### config.mk
export PLATFORM = sky130hd
export DESIGN_NAME = uart_fifo_core
export DESIGN_NICKNAME = d
export VERILOG_FILES = /design/src/rtl/uart_core_pkg.sv /design/src/rtl/uart_byte_fifo.sv /design/src/rtl/uart_core_data.sv /design/src/rtl/uart_reg_ctrl.sv /design/src/rtl/uart_fifo_core.sv
export SDC_FILE = /design/constraint.sdc
export NUM_CORES = 1
export LEC_CHECK = 0
export BUFFER_PORTS_ARGS = -buffer_cell sky130_fd_sc_hd__buf_2
export CELL_PAD_IN_SITES_DETAIL_PLACEMENT = 0
export CELL_PAD_IN_SITES_GLOBAL_PLACEMENT = 1
export CORE_AREA = 5 5 140 196
export CTS_BUF_LIST = sky130_fd_sc_hd__clkbuf_16
export CTS_CLUSTER_SIZE = 8
export DETAILED_ROUTE_END_ITERATION = 16
export DIE_AREA = 0 0 145 201
export PLACE_DENSITY = 0.93
export SYNTH_ARGS = -nofsm -noshare
export SYNTH_HDL_FRONTEND = slang
export SYNTH_HIERARCHICAL = 1
export SYNTH_SLANG_ARGS = --single-unit
### constraint.sdc
create_clock -name clk -period 7 [get_ports clk]
set_input_delay 0.7 -clock clk [delete_from_list [all_inputs] [get_ports clk]]
set_output_delay 0.7 -clock clk [all_outputs]
set_load 0.05 [all_outputs]
### src/rtl/uart_core_pkg.sv
package uart_core_pkg;
  typedef struct packed {
    logic txPush;
    logic rxPop;
    logic txClr;
    logic rxClr;
    logic singleMode;
  } dpStrobe_t;

  typedef enum logic [2:0] {
    IID_NONE = 3'b000,
    IID_TXE  = 3'b001,
    IID_RXD  = 3'b010
  } iidCode_t;

  localparam logic [2:0] OFS_DATA = 3'd0;
  localparam logic [2:0] OFS_IEN  = 3'd1;
  localparam logic [2:0] OFS_IDQC = 3'd2;
  localparam logic [2:0] OFS_LCTL = 3'd3;
  localparam logic [2:0] OFS_LSTA = 3'd5;
  localparam logic [2:0] OFS_SCR  = 3'd7;
endpackage

### src/rtl/uart_byte_fifo.sv
module uart_byte_fifo #(
  parameter int DEPTH = 16,
  parameter int WIDTH = 8
) (
  input  logic             clk,
  input  logic             rstN,
  input  logic             clr,
  input  logic             single,
  input  logic             push,
  input  logic [WIDTH-1:0] pushData,
  input  logic             pop,
  output logic [WIDTH-1:0] head,
  output logic [$clog2(DEPTH+1)-1:0] count,
  output logic             dropped
);
  localparam int PW = $clog2(DEPTH);
  localparam int CW = $clog2(DEPTH+1);

  logic [WIDTH-1:0] mem [DEPTH];
  logic [PW-1:0] wrPtr, rdPtr;
  logic full, doPush, doPop;

  assign full    = single ? (count != '0) : (count == CW'(DEPTH));
  assign doPop   = pop && (count != '0);
  assign doPush  = push && (!full || doPop);
  assign dropped = push && !doPush && !clr;
  assign head    = mem[rdPtr];

  always_ff @(posedge clk) begin
    if (doPush && !clr) mem[wrPtr] <= pushData;
  end

  always_ff @(posedge clk or negedge rstN) begin
    if (!rstN) begin
      wrPtr <= '0;
      rdPtr <= '0;
      count <= '0;
    end else if (clr) begin
      wrPtr <= '0;
      rdPtr <= '0;
      count <= '0;
    end else begin
      if (doPush) wrPtr <= wrPtr + 1'b1;
      if (doPop)  rdPtr <= rdPtr + 1'b1;
      count <= count + CW'(doPush) - CW'(doPop);
    end
  end

  a_r5_count_bound: assert property (@(posedge clk) disable iff (!rstN)
    count <= CW'(DEPTH));
  a_r5_full_holds: assert property (@(posedge clk) disable iff (!rstN)
    (full && push && !pop && !clr) |=> $stable(count));
endmodule

### src/rtl/uart_core_data.sv
module uart_core_data
  import uart_core_pkg::*;
#(
  parameter int DEPTH = 16,
  parameter int WIDTH = 8
) (
  input  logic             clk,
  input  logic             rstN,
  input  dpStrobe_t        strobe,
  input  logic [WIDTH-1:0] wrData,
  input  logic             txPop,
  input  logic             rxPush,
  input  logic [WIDTH-1:0] rxByte,
  output logic [WIDTH-1:0] txHead,
  output logic [WIDTH-1:0] rxHead,
  output logic [$clog2(DEPTH+1)-1:0] txCount,
  output logic [$clog2(DEPTH+1)-1:0] rxCount,
  output logic             rxDrop
);
  logic txDropUnused;

  uart_byte_fifo #(.DEPTH(DEPTH), .WIDTH(WIDTH)) i_txq (
    .clk(clk), .rstN(rstN), .clr(strobe.txClr), .single(strobe.singleMode),
    .push(strobe.txPush), .pushData(wrData), .pop(txPop),
    .head(txHead), .count(txCount), .dropped(txDropUnused));

  uart_byte_fifo #(.DEPTH(DEPTH), .WIDTH(WIDTH)) i_rxq (
    .clk(clk), .rstN(rstN), .clr(strobe.rxClr), .single(strobe.singleMode),
    .push(rxPush), .pushData(rxByte), .pop(strobe.rxPop),
    .head(rxHead), .count(rxCount), .dropped(rxDrop));

  a_r9_rx_clear_empties: assert property (@(posedge clk) disable iff (!rstN)
    strobe.rxClr |=> (rxCount == '0));
  a_r9_tx_clear_empties: assert property (@(posedge clk) disable iff (!rstN)
    strobe.txClr |=> (txCount == '0));
  a_r5_single_depth: assert property (@(posedge clk) disable iff (!rstN)
    (strobe.singleMode && $past(strobe.singleMode)) |-> (rxCount <= 1));
endmodule

### src/rtl/uart_reg_ctrl.sv
module uart_reg_ctrl
  import uart_core_pkg::*;
#(
  parameter int DEPTH = 16,
  parameter int WIDTH = 8
) (
  input  logic             clk,
  input  logic             rstN,
  input  logic [2:0]       busAddr,
  input  logic             busWrEn,
  input  logic [WIDTH-1:0] busWrData,
  input  logic             busRdEn,
  output logic [WIDTH-1:0] busRdData,
  input  logic             txIdle,
  input  logic [$clog2(DEPTH+1)-1:0] txCount,
  input  logic [$clog2(DEPTH+1)-1:0] rxCount,
  input  logic [WIDTH-1:0] rxHead,
  input  logic             rxDrop,
  output dpStrobe_t        strobe,
  output logic             irq,
  output logic [2*WIDTH-1:0] divisor,
  output logic [6:0]       lineCfg
);
  localparam int CW = $clog2(DEPTH+1);
  localparam logic [CW-1:0] LVL0 = CW'(1);
  localparam logic [CW-1:0] LVL1 = CW'(DEPTH/4);
  localparam logic [CW-1:0] LVL2 = CW'(DEPTH/2);
  localparam logic [CW-1:0] LVL3 = CW'(DEPTH-2);

  logic [1:0] ienReg, trigSel;
  logic [7:0] lctlReg, scrReg, divLo, divHi;
  logic fifoOn, txPend, overrun, prevTxEmpty;
  logic dlab, qcWr, enChange, idRd, lsRd, ienWr;
  logic txEmpty, rxHit, rxInt, txInt, txSet, txClrPend;
  logic [CW-1:0] rxLevel;
  iidCode_t iid;

  assign dlab     = lctlReg[7];
  assign qcWr     = busWrEn && busAddr == OFS_IDQC;
  assign enChange = qcWr && (busWrData[0] != fifoOn);
  assign idRd     = busRdEn && busAddr == OFS_IDQC;
  assign lsRd     = busRdEn && busAddr == OFS_LSTA;
  assign ienWr    = busWrEn && busAddr == OFS_IEN && !dlab;

  assign strobe.txPush     = busWrEn && busAddr == OFS_DATA && !dlab;
  assign strobe.rxPop      = busRdEn && busAddr == OFS_DATA && !dlab;
  assign strobe.rxClr      = qcWr && (busWrData[1] || enChange);
  assign strobe.txClr      = qcWr && (busWrData[2] || enChange);
  assign strobe.singleMode = !fifoOn;

  always_comb begin
    case (trigSel)
      2'd0:    rxLevel = LVL0;
      2'd1:    rxLevel = LVL1;
      2'd2:    rxLevel = LVL2;
      default: rxLevel = LVL3;
    endcase
    if (!fifoOn) rxLevel = LVL0;
  end

  assign txEmpty = (txCount == '0);
  assign rxHit   = rxCount >= rxLevel;
  assign rxInt   = ienReg[0] && rxHit;
  assign txInt   = ienReg[1] && txPend;
  assign iid     = rxInt ? IID_RXD : (txInt ? IID_TXE : IID_NONE);
  assign irq     = rxInt || txInt;

  assign txSet     = (txEmpty && !prevTxEmpty) || (ienWr && busWrData[1] && txEmpty);
  assign txClrPend = strobe.txPush || (idRd && iid == IID_TXE);

  always_comb begin
    busRdData = '0;
    case (busAddr)
      OFS_DATA: busRdData = dlab ? divLo : rxHead;
      OFS_IEN:  busRdData = dlab ? divHi : {6'b0, ienReg};
      OFS_IDQC: busRdData = {fifoOn, fifoOn, 2'b00, iid, !irq};
      OFS_LCTL: busRdData = lctlReg;
      OFS_LSTA: busRdData = {1'b0, txEmpty && txIdle, txEmpty, 3'b000,
                             overrun, rxCount != '0};
      OFS_SCR:  busRdData = scrReg;
      default:  busRdData = '0;
    endcase
  end

  always_ff @(posedge clk or negedge rstN) begin
    if (!rstN) begin
      ienReg <= '0; trigSel <= '0; lctlReg <= '0; scrReg <= '0;
      divLo <= '0; divHi <= '0; fifoOn <= 1'b0; txPend <= 1'b0;
      overrun <= 1'b0; prevTxEmpty <= 1'b1;
    end else begin
      prevTxEmpty <= txEmpty;
      if (busWrEn) begin
        case (busAddr)
          OFS_DATA: if (dlab) divLo <= busWrData;
          OFS_IEN:  if (dlab) divHi <= busWrData; else ienReg <= busWrData[1:0];
          OFS_IDQC: begin fifoOn <= busWrData[0]; trigSel <= busWrData[7:6]; end
          OFS_LCTL: lctlReg <= busWrData;
          OFS_SCR:  scrReg <= busWrData;
          default:  ;
        endcase
      end
      if (txSet)          txPend <= 1'b1;
      else if (txClrPend) txPend <= 1'b0;
      if (rxDrop)         overrun <= 1'b1;
      else if (lsRd)      overrun <= 1'b0;
    end
  end

  assign divisor = {divHi, divLo};
  assign lineCfg = lctlReg[6:0];

  a_r8_ien_masks: assert property (@(posedge clk) disable iff (!rstN)
    (ienReg == 2'b00) |-> !irq);
  a_r4_toggle_flushes: assert property (@(posedge clk) disable iff (!rstN)
    enChange |=> (rxCount == '0 && txCount == '0));
  a_r7_thr_write_clears: assert property (@(posedge clk) disable iff (!rstN)
    (strobe.txPush && !txEmpty) |=> !txPend);
endmodule

### src/rtl/uart_fifo_core.sv
module uart_fifo_core
  import uart_core_pkg::*;
#(
  parameter int DEPTH = 16,
  parameter int WIDTH = 8
) (
  input  logic             clk,
  input  logic             rstN,
  input  logic [2:0]       busAddr,
  input  logic             busWrEn,
  input  logic [WIDTH-1:0] busWrData,
  input  logic             busRdEn,
  output logic [WIDTH-1:0] busRdData,
  output logic             irq,
  input  logic             txIdle,
  input  logic             txPop,
  output logic             txAvail,
  output logic [WIDTH-1:0] txByte,
  input  logic             rxPush,
  input  logic [WIDTH-1:0] rxByte,
  output logic [2*WIDTH-1:0] divisor,
  output logic [6:0]       lineCfg
);
  localparam int CW = $clog2(DEPTH+1);

  dpStrobe_t strobe;
  logic [CW-1:0] txCount, rxCount;
  logic [WIDTH-1:0] rxHead;
  logic rxDrop;

  uart_reg_ctrl #(.DEPTH(DEPTH), .WIDTH(WIDTH)) i_ctrl (
    .clk(clk), .rstN(rstN), .busAddr(busAddr), .busWrEn(busWrEn),
    .busWrData(busWrData), .busRdEn(busRdEn), .busRdData(busRdData),
    .txIdle(txIdle), .txCount(txCount), .rxCount(rxCount), .rxHead(rxHead),
    .rxDrop(rxDrop), .strobe(strobe), .irq(irq), .divisor(divisor),
    .lineCfg(lineCfg));

  uart_core_data #(.DEPTH(DEPTH), .WIDTH(WIDTH)) i_data (
    .clk(clk), .rstN(rstN), .strobe(strobe), .wrData(busWrData),
    .txPop(txPop), .rxPush(rxPush), .rxByte(rxByte), .txHead(txByte),
    .rxHead(rxHead), .txCount(txCount), .rxCount(rxCount), .rxDrop(rxDrop));

  assign txAvail = (txCount != '0);
endmodule

# [Word-level counts from Yosys, hierarchy flattened]
# Memory sizes are Yosys's and may differ from the RTL's.
# Index checks and enable logic that the tools add are counted.
[word_totals] ff_bits=66 mem_bits_rw=256 in_bits=26 output_inout_bits=41 memories=2
[classes] addsub=8 n_lt_le_gt_ge=1 eq_ne=11 mux=27 n_bitwise=1 reduce_logical=59
[memory_table] memory="i_data.i_rxq.mem" words=16 width=8 read_ports=1 rd_ports_with_merged_regs=0 write_ports=1 line="uart_byte_fifo.sv:19" rtl="logic [WIDTH-1:0] mem [DEPTH];"
[memory_table] memory="i_data.i_txq.mem" words=16 width=8 read_ports=1 rd_ports_with_merged_regs=0 write_ports=1 line="uart_byte_fifo.sv:19"
[ops] cell="$pmux 8 s6" n=1
[ops] cell="$mux 4" n=9
[ops] cell="$logic_and 1x1->1" n=27
[ops] cell="$add 4x1->4 const B" n=4
[ops] cell="$mux 8" n=2
[ops] cell="$pmux 4 s3" n=1
[ops] cell="$reduce_bool 2->1" n=6
[ops] cell="$mux 1" n=11
[ops] cell="$add 5x1->5" n=2
[ops] cell="$eq 5x5->1 const B" n=2
[ops] cell="$mux 5" n=2
[ops] cell="$reduce_bool 5->1" n=2
[ops] cell="$sub 5x1->5" n=2
[ops] cell="$reduce_and 3->1" n=3
[ops] cell="$logic_not 1->1" n=8
[ops] cell="$logic_or 1x1->1" n=7
[ops] cell="$eq 3x1->1 const B" n=2
[ops] cell="$eq 3x2->1 const B" n=2
[ops] cell="$eq 3x3->1 const B" n=2
[ops] cell="$reduce_and 2->1" n=3
[ops] cell="$ge 5x4->1" n=1
[ops] cell="$logic_not 5->1" n=1
[ops] cell="$logic_not 3->1" n=1
[ops] cell="$mux 3" n=1
[ops] cell="5 further kinds" n=5

# [Depth between registers and ports, before layout]
[depth] ltp_word=11 ltp_mapped=13 depth_no_buf=12

# [Modules after synthesis]
# The synthesis kept the hierarchy.
[modules_own_cells] module="uart_byte_fifo at i_data.i_rxq" instances=1 cells_per_inst=342 area_per_inst_um2=5925.7
[modules_own_cells] module="uart_byte_fifo at i_data.i_txq" instances=1 cells_per_inst=339 area_per_inst_um2=5878.1
[modules_own_cells] module="uart_reg_ctrl" instances=1 cells_per_inst=211 area_per_inst_um2=2486.1
[modules_own_cells] module="uart_fifo_core" instances=1 cells_per_inst=3 area_per_inst_um2=12.5

# [Worst setup path after synthesis]
# OpenSTA, ideal clock, no wires.
[synth_path] path_kind="register -> output" start="register i_data.i_rxq.rdPtr[1]" end="output busRdData[7]" t_arrival_ns=2.644 t_required_ns=6.300 slack_ns=3.656 path_stages_with_launch=10 path_buffers=3 path_cell_list="dfrtp_1 -> buf_6 -> and2_4 -> buf_6 -> buf_6 -> a221oi_1 -> o21ai_0 -> nand2_1 -> a21oi_1 -> o32ai_1"
[synth_via] elab_chain_len=3
[synth_lines] element="start: declaration" line="uart_byte_fifo.sv:20" rtl="logic [PW-1:0] wrPtr, rdPtr;"
[synth_lines] element="start signal: assignment" line="uart_byte_fifo.sv:44" rtl="if (doPop) rdPtr <= rdPtr + 1'b1;"
[synth_lines] element="$mem_v2 16x8"
[synth_lines] element="named net rxHead[7]" line="uart_fifo_core.sv:28" rtl="logic [WIDTH-1:0] rxHead;"
[synth_lines] element="$mux 8" line="uart_reg_ctrl.sv:74" rtl="OFS_DATA: busRdData = dlab ? divLo : rxHead;"
[synth_lines] element="$pmux 8 s6" line="uart_reg_ctrl.sv:73" rtl="case (busAddr)"
[synth_lines] element="end: declaration" line="uart_fifo_core.sv:13" rtl="output logic [WIDTH-1:0] busRdData,"
# The timed path passes the listed nets, and every way through them passes these cells.

# [Worst setup path in the final report]
[layout_path] start="register i_data.i_rxq.rdPtr[0]" end="output busRdData[0]"
# The elaborated chain is that of the path after synthesis.

==> results.json <==
{
  "cts_hold_buf": 0,
  "hpwlAfterDp_um": 20200,
  "slew_headroom_pct": 9.97,
  "synth_area_um2": 14300,
  "initial_utilization_pct": 55.7,
  "max_freq_mhz": 216,
  "drt_iter0_drc": 501,
  "fp.dieH_um": 201,
  "p_leak_nw": 6.03,
  "post_drt_wl_per_cell_um": 23.2,
  "p_clk_share_pct": 31.3,
  "cts_resized": 0,
  "met1_usage_pct": 23.6,
  "post-route-period-util_pct": 66.2,
  "status": "finished, final reports clean",
  "power.share.switching_pct": 34.1,
  "arrival_ps": 3930,
  "tightest_slew_ps": 1340,
  "vias_per_cell": 6.11,
  "internal_power_mw": 4.18,
  "setup_tns_ps": 0,
  "antenna_found_initial": 2,
  "end_kind": "primary output",
  "cts_buffers": 46,
  "cts_setup_buffers": 0,
  "layout_commonest_cell": "edfxtp_1",
  "grt_pass1_wl_um": 47400,
  "groute.usage.overall_pct": 20.7,
  "met3_usage_pct": 4.36,
  "clock-sinks": 322,
  "dr.pass1.iters": 5,
  "final-max-slew-violation-count": 0,
  "area_growth_pct": 11.9,
  "mappedNetlistNets": 946,
  "setup_violations": 0,
  "cp_max_fo": 31,
  "drc": 0,
  "cts_tree": "done",
  "top_usage_layer": "met2",
  "n_antenna_cell": 0,
  "cts_max_path_buffers": 3,
  "seqPwrFrac_pct": 39.5,
  "clkTransAtPathRegs_ps": 50,
  "crit_type": "register to primary output",
  "yosys_warnings": 6,
  "pin_count": 67,
  "row_count": 70,
  "syn_inst": 894,
  "hold_class": "input port to async pin",
  "drv_cap": 0,
  "pwr-share-comb_pct": 29.3,
  "rsz0062_at_grt": "no",
  "synth_area_per_cell_um2": 16.0,
  "gp_congestion": 0.844,
  "fillers": 1786,
  "total_power_mw": 6.34,
  "port_buffers": 66,
  "die_w_um": 145,
  "grt_max_degree": 67,
  "routed_wirelength_um": 30600,
  "finalHoldViolCount": 0,
  "final_cell_mix": "edfxtp_1 (256), mux2i_1 (75), buf_2 (65)",
  "worstSetupStartpointType": "register",
  "drive_gt1_share_pct": 22.0,
  "nets": 1008,
  "max-vdd-ir-drop_mv": 0.415,
  "cp.required_ps": 6300,
  "cts_root_buf": "clkbuf_16",
  "grt_overflow_total": 0,
  "ant_nets": 0,
  "core_area_um2": 25700,
  "p_per_area_nw_per_um2": 397,
  "period_needed_ps": 4630,
  "grt_pass1_vias": 8332,
  "cts_max_level": 2,
  "finClkSkew_ps": 16.3,
  "p_switching_mw": 2.16,
  "die-area_um2": 29100,
  "clock_latency_ps": 550,
  "fin_hold_ws_ps": 253,
  "grt_util_met2_pct": 38.3,
  "dr_total_vias": 8057
}
## flip-flops by register name, summed over array words and instances, names as in the netlist, 5 cells and up
name,flops
i_ctrl/divLo,8
i_ctrl/lctlReg,8
i_data/i_rxq/count,5
i_ctrl/scrReg,8
i_data/i_txq/mem,128
i_data/i_rxq/mem,128
i_data/i_txq/count,5
i_ctrl/divHi,8
## layer usage
layer / part of all wire, % / vias to the layer above / routed length [µm]
met5: 0.069 / - / 21
li1: - / 3605 / -
met1: 36 / 4089 / 11000
met4: 2.9 / 4 / 898
met2: 55 / 304 / 16800
met3: 6.0 / 55 / 1850
## worst max-delay path, stage by stage (launching register included)
cell,delay (ps)
dfrtp_2,970
buf_4,480
mux4_2,550
a22oi_1,200
nand2_1,100
mux4_2,460
nand2_1,90
nand3_1,90
a31o_1,220
buf_2,220
## power groups by stage
stage	Combinational, mW	Sequential [mW]	Clock (mW)
4_1_cts	1.86	2.51	2.01
6_report	1.86	2.50	1.98
3_5_place_dp	1.85	2.53	0
5_1_grt	2.01	2.53	2.11
3_3_place_gp	1.82	2.53	0
2_1_floorplan	1.52	2.49	0
## final timing paths
kind                                              startpoint                                end  slack (ps)  cells after the start
setup reg to reg                   i_ctrl/fifoOn$_DFFE_PN0P_   i_data/i_rxq/mem[9][0]$_DFFE_PP_        3700                      5
max in group asynchronous                               rstN  i_data/i_txq/rdPtr[0]$_DFFE_PN0P_        6130                      1
min in group clk                i_ctrl/scrReg[1]$_DFFE_PN0P_       i_ctrl/scrReg[1]$_DFFE_PN0P_         490                      2
hold reg to reg                 i_ctrl/scrReg[1]$_DFFE_PN0P_       i_ctrl/scrReg[1]$_DFFE_PN0P_         490                      2
setup / recovery           i_data/i_rxq/rdPtr[0]$_DFFE_PN0P_                       busRdData[0]        2370                      9
hold / removal                                          rstN    i_data/i_rxq/count[0]$_DFF_PN0_         250                      1
## per-stage QoR
stage / setup WS (ps) / cells / cell area (µm²) / utilization, %
global route: 2180 / 1318 / 16000 / 62.3
global placement: 2900 / 1232 / 14600 / 57.0
finish: 2370 / 1318 / 16000 / 62.3
CTS: 2330 / 1318 / 16000 / 62.3
detailed placement: 2910 / 1232 / 14600 / 57.0
floorplan: 3660 / 894 / 14300 / -
## area by class of cell
class,count,area [µm²],area share [%]
clock buffers,46,1150,7.20
clock inverters,40,203,1.27
inverters,21,78.8,0.493
multi-input cells,494,4440,27.8
flip-flops and latches,322,9340,58.4
well taps,324,405,2.54
repair buffers,71,370,2.32
No activity file was read; power rests on OpenSTA's default activity.
